File: src/rtl/sup_pkg.sv
package sup_pkg;
  typedef enum logic [1:0] {
    ST_OFF     = 2'd0,
    ST_STARTUP = 2'd1,
    ST_RUN     = 2'd2,
    ST_FAULT   = 2'd3
  } sup_state_e;

  localparam int NUM_FLAGS  = 7;
  localparam int IX_LINE    = 0;
  localparam int IX_VREG    = 1;
  localparam int IX_VHOLD   = 2;
  localparam int IX_REF     = 3;
  localparam int IX_SS      = 4;
  localparam int IX_OTTRIP  = 5;
  localparam int IX_OTREL   = 6;
endpackage

File: src/rtl/sup_sync.sv
module sup_sync #(
  parameter int WIDTH  = 7,
  parameter int STAGES = 2
) (
  input  logic             clk,
  input  logic             rst_n,
  input  logic [WIDTH-1:0] d_async,
  output logic [WIDTH-1:0] q_sync
);
  localparam int LAST = STAGES - 1;

  logic [WIDTH-1:0] stg [STAGES];

  generate
    for (genvar g = 0; g < STAGES; g++) begin : g_stage
      always_ff @(posedge clk or negedge rst_n) begin
        if (!rst_n) begin
          stg[g] <= '0;
        end else begin
          if (g == 0) stg[g] <= d_async;
          else        stg[g] <= stg[(g == 0) ? 0 : g-1];
        end
      end
    end
  endgenerate

  assign q_sync = stg[LAST];
endmodule

File: src/rtl/sup_thermal.sv
module sup_thermal (
  input  logic clk,
  input  logic rst_n,
  input  logic trip,
  input  logic release_ok,
  output logic hot
);
  logic hot_nxt;
  logic hot_upd;

  always_comb begin
    hot_upd = trip | release_ok;
    hot_nxt = trip;
  end

  always_ff @(posedge clk or negedge rst_n) begin
    if (!rst_n)       hot <= 1'b0;
    else if (hot_upd) hot <= hot_nxt;
  end

  p_hold_r7: assert property (@(posedge clk) disable iff (!rst_n)
    (!trip && !release_ok) |=> $stable(hot));
  p_trip_wins_r7: assert property (@(posedge clk) disable iff (!rst_n)
    trip |=> hot);
endmodule

File: src/rtl/sup_fsm.sv
module sup_fsm
  import sup_pkg::*;
(
  input  logic       clk,
  input  logic       rst_n,
  input  logic       line_ok,
  input  logic       vcc_reg,
  input  logic       vcc_hold,
  input  logic       ref_ok,
  input  logic       ss_above,
  input  logic       hot,
  output sup_state_e state,
  output logic       buck_en,
  output logic       ss_discharge
);
  sup_state_e state_nxt;
  logic       fault_any;

  always_comb begin
    fault_any = hot | ~line_ok | ~vcc_hold;
    state_nxt = state;
    if (fault_any) begin
      state_nxt = ST_FAULT;
    end else if (state == ST_FAULT) begin
      state_nxt = ref_ok ? ST_STARTUP : ST_OFF;
    end else if (!ref_ok) begin
      state_nxt = ST_OFF;
    end else begin
      unique case (state)
        ST_OFF:     state_nxt = ST_STARTUP;
        ST_STARTUP: state_nxt = (vcc_reg && ss_above) ? ST_RUN : ST_STARTUP;
        ST_RUN:     state_nxt = ss_above ? ST_RUN : ST_STARTUP;
        default:    state_nxt = ST_OFF;
      endcase
    end
  end

  always_ff @(posedge clk or negedge rst_n) begin
    if (!rst_n) state <= ST_OFF;
    else        state <= state_nxt;
  end

  assign buck_en      = (state == ST_RUN);
  assign ss_discharge = (state == ST_FAULT);

  p_entry_r1: assert property (@(posedge clk) disable iff (!rst_n)
    $rose(buck_en) |-> $past(line_ok && vcc_reg && vcc_hold && ref_ok && ss_above && !hot));
  p_exit_r2: assert property (@(posedge clk) disable iff (!rst_n)
    (buck_en && (!line_ok || !vcc_hold || !ref_ok || !ss_above || hot)) |=> !buck_en);
  p_fault_stays_r6: assert property (@(posedge clk) disable iff (!rst_n)
    (ss_discharge && fault_any) |=> ss_discharge);
  p_excl_r6: assert property (@(posedge clk) disable iff (!rst_n)
    !(ss_discharge && buck_en));
endmodule

File: src/rtl/sup_top.sv
module sup_top
  import sup_pkg::*;
(
  input  logic clk,
  input  logic rst_n,
  input  logic line_ok_a,
  input  logic vcc_reg_a,
  input  logic vcc_hold_a,
  input  logic ref_ok_a,
  input  logic ss_above_a,
  input  logic ot_trip_a,
  input  logic ot_release_a,
  output logic buck_en,
  output logic pp_run,
  output logic ss_discharge,
  output logic uvlo_hyst_on,
  output logic reg_off
);
  logic [1:0]           rst_pipe;
  logic                 rst_n_i;
  logic [NUM_FLAGS-1:0] flags_a;
  logic [NUM_FLAGS-1:0] flags_s;
  logic                 hot;
  sup_state_e           state;

  always_ff @(posedge clk or negedge rst_n) begin
    if (!rst_n) rst_pipe <= 2'b00;
    else        rst_pipe <= {rst_pipe[0], 1'b1};
  end
  assign rst_n_i = rst_pipe[1];

  always_comb begin
    flags_a            = '0;
    flags_a[IX_LINE]   = line_ok_a;
    flags_a[IX_VREG]   = vcc_reg_a;
    flags_a[IX_VHOLD]  = vcc_hold_a;
    flags_a[IX_REF]    = ref_ok_a;
    flags_a[IX_SS]     = ss_above_a;
    flags_a[IX_OTTRIP] = ot_trip_a;
    flags_a[IX_OTREL]  = ot_release_a;
  end

  sup_sync #(.WIDTH(NUM_FLAGS), .STAGES(2)) u_sync (
    .clk     (clk),
    .rst_n   (rst_n_i),
    .d_async (flags_a),
    .q_sync  (flags_s)
  );

  sup_thermal u_thermal (
    .clk        (clk),
    .rst_n      (rst_n_i),
    .trip       (flags_s[IX_OTTRIP]),
    .release_ok (flags_s[IX_OTREL]),
    .hot        (hot)
  );

  sup_fsm u_fsm (
    .clk          (clk),
    .rst_n        (rst_n_i),
    .line_ok      (flags_s[IX_LINE]),
    .vcc_reg      (flags_s[IX_VREG]),
    .vcc_hold     (flags_s[IX_VHOLD]),
    .ref_ok       (flags_s[IX_REF]),
    .ss_above     (flags_s[IX_SS]),
    .hot          (hot),
    .state        (state),
    .buck_en      (buck_en),
    .ss_discharge (ss_discharge)
  );

  assign pp_run       = flags_s[IX_REF] & ~hot;
  assign uvlo_hyst_on = flags_s[IX_LINE];
  assign reg_off      = ~flags_s[IX_LINE] | hot;

  p_standby_r7: assert property (@(posedge clk) disable iff (!rst_n_i)
    (hot && $past(hot)) |-> (state == ST_FAULT));
endmodule

File: config.mk
export PLATFORM = sky130hd
export DESIGN_NAME = sup_top
export DESIGN_NICKNAME = d
export VERILOG_FILES = /design/src/rtl/sup_pkg.sv /design/src/rtl/sup_sync.sv /design/src/rtl/sup_thermal.sv /design/src/rtl/sup_fsm.sv /design/src/rtl/sup_top.sv
export SDC_FILE = /design/constraint.sdc
export NUM_CORES = 1
export LEC_CHECK = 0
export CAP_MARGIN = 40
export CORE_AREA = 5 5 42 44
export DETAILED_ROUTE_END_ITERATION = 12
export DIE_AREA = 0 0 47 49
export GPL_TIMING_DRIVEN = 0
export HOLD_SLACK_MARGIN = 0.1
export PLACE_DENSITY = 0.74
export SLEW_MARGIN = 20
export SYNTH_ARGS = -nofsm -noshare
export SYNTH_HDL_FRONTEND = slang
export SYNTH_HIERARCHICAL = 1
export SYNTH_SLANG_ARGS = --single-unit
File: constraint.sdc
create_clock -name clk -period 2 [get_ports clk]
set_clock_uncertainty 0.05 [all_clocks]
set_input_delay 0.4 -clock clk [delete_from_list [all_inputs] [get_ports clk]]
set_output_delay 0.4 -clock clk [all_outputs]
set_load 0.05 [all_outputs]
==> results.ini <==
[global_routing]
grt-ovfl-total=0
gr-usage-all-layers_pct=7.709
grt_pass1_vias=332
antenna_found_initial=0
grt_max_degree=18
grt_pass1_wl_um=1221

[logic_synthesis]
netlist-cell-type-count=15
synth_area_um2=611.8
syn_nets=49
syn_inst=40
ys.warnings.count=6
synth_seq_cells=19
ys_seq_area_share_pct=77.71
avgSynthCellArea_um2=15.30

[layout]
fillers=127
final_common_cell=dfrtp_1
drive_above_1_share_pct=19.30
final_util_pct=56.07
final_area_um2=785.8
diodes=0
fin_nets=67
syn2layout_area_growth_pct=28.43
mostFrequentLayoutCells=dfrtp_1 (19), clkdlybuf4s50_1 (8), buf_4 (7)

[cts]
cts_tree=done
cts.sinks=19
cts.htree.levels=1
cts_buffer_depth=2
postCtsSetupBuffers=0
clock_latency_ns=0.28
clock-root-buffer=clkbuf_4
clk_pin_slew_ns=0.09
numCtsBuffers=3

[detailed_routing]
antenna_left=0
drt_first_pass_iters=1
dr.first_iter.drc_count=0
wl_per_cell_um=9.110
drc_errors=0
vias_per_cell=4.411
vias=322
drt-total-wl_um=665

[power_and_ir_drop]
p_total_mw=0.6513
p_per_area_nw_per_um2=828.8
vdd_ir_drop_max_uv=457.3
power.leakage_nw=0.3789

[placement]
io_buffers=13
gp_congestion=0.6567
placed_area_um2=762.0
hpwl_um=521.6

[die]
die_y_um=49
initial_core_util_pct=43.66
die-area_um2=2303
core-area_um2=1401
fp-row-count=14
boundaryPins=14
die_x_um=47

[sta]
setup-violations-final=0
period_share_pct=92.76
max_slew_margin_pct=58.87
fmax_ghz=0.5391
worst_pin_slew_ns=0.6169
tns_ns=0
hold_violations=0
slew_violations=0
period_minus_slack_ns=1.855
rsz0062_at_grt=no

[hold_path]
hold_class=reg -> async

[setup_path]
crit_buf_inv=1
cpPeakStageDelay_ns=0.53
cp.required_ns=1.55
cp_max_fo=3
arrival_ns=1.41
path_delay_family=buffers and inverters
crit_path_top_delay_cell=dlygate4sd2_1
path_cells=and2b_1 -> dlygate4sd2_1
worstSetupPathType=reg -> out
critPathCaptureType=primary output
critPathLaunchType=flop

[status]
status=complete, no violations

[flow_run]
cap_violations=0

==> routing by layer <==
metal / part of all wire (%) / wire (µm) / global-route usage, % / vias to the layer above
met5: 0 / 0 / 0 / -
met4: 4.1 / 27 / 6.912 / 0
met3: 11 / 71 / 2.214 / 2
met2: 49 / 327 / 11.99 / 13
met1: 36 / 239 / 7.805 / 157
li1: - / - / - / 150
==> final timing paths <==
path	from	end	slack, ns	cells after the start
min in group clk	u_sync/stg[12]$_DFF_PN0_	u_sync/q_sync[5]$_DFF_PN0_	0.30	0
setup / recovery	u_fsm/state[0]$_DFF_PN0_	buck_en	0.14	2
max in group asynchronous	rst_pipe[1]$_DFF_PN0_	u_sync/q_sync[6]$_DFF_PN0_	1.30	0
setup reg to reg	u_sync/q_sync[1]$_DFF_PN0_	u_fsm/state[1]$_DFF_PN0_	0.73	4
hold / removal	rst_pipe[1]$_DFF_PN0_	u_sync/stg[7]$_DFF_PN0_	0.21	0
hold reg to reg	rst_pipe[1]$_DFF_PN0_	u_sync/stg[7]$_DFF_PN0_	0.21	0
==> state kept, by name, indices dropped and copies added, names as in the netlist <==
| name | cells |
|---|---|
| u_thermal/hot | 1 |
| u_fsm/state | 2 |
| u_sync/stg | 7 |
| u_sync/q_sync | 7 |
| rst_pipe | 2 |
==> synthesized netlist by cell type (all sizes together) <==
| cell | count | share of area [%] |
|---|---|---|
| inv | 2 | 1.2 |
| and3b | 1 | 1.4 |
| nor2 | 1 | 0.61 |
| and2b | 1 | 1.2 |
| o21ai | 1 | 0.82 |
| o21a | 1 | 1.2 |
| and2 | 1 | 1.2 |
| dfrtp | 19 | 78 |
| nand2 | 1 | 0.61 |
| conb | 1 | 0.61 |
| nor2b | 1 | 1.0 |
| buf | 7 | 8.6 |
| nand2b | 1 | 1.0 |
| a21o | 1 | 1.2 |
| a211o | 1 | 1.4 |
==> stage by stage <==
stage / instances / setup slack [ns] / hold WS, ns
floorplan: 40 / 0.4332 / 0.05441
global placement: 69 / 0.1959 / 0.2216
detailed placement: 69 / 0.1789 / 0.2259
CTS: 73 / 0.01460 / 0.2038
global route: 73 / 0.07355 / 0.1961
finish: 73 / 0.1449 / 0.2097
==> final cells by class <==
class,instances,area (µm²),area share (%)
plain buffers,7,52.55,6.688
clock buffers,4,26.28,3.344
inverters,2,7.507,0.9554
multi-input cells,12,76.32,9.713
flip-flops and latches,19,475.5,60.51
well taps,16,20.02,2.548
repair buffers,13,127.6,16.24
==> what timing repair did <==
| action | CTS | global route |
|---|---|---|
| resized for setup | 4 | 1 |
| hold buffers | 0 | 0 |
| pin swaps | 0 | 0 |
| setup endpoints to repair | 4 | 1 |
==> cells by family (layout without fill, tap and decap cells) <==
logic type | after synthesis | in the layout | share of synthesized area, %
flops | 19 | 19 | 77.71
buf+inv | 9 | 26 | 9.816
simple gates | 7 | 7 | 7.159
compound gates | 4 | 4 | 4.704
other cells | 1 | 1 | 0.6129
==> report_power, final <==
group	internal, mW	total, mW	switching [mW]
clock	0.0775	0.179	0.102
sequential	0.402	0.414	0.0114
combinational	0.0317	0.0583	0.0266
Power figures use the tool's default switching activity.
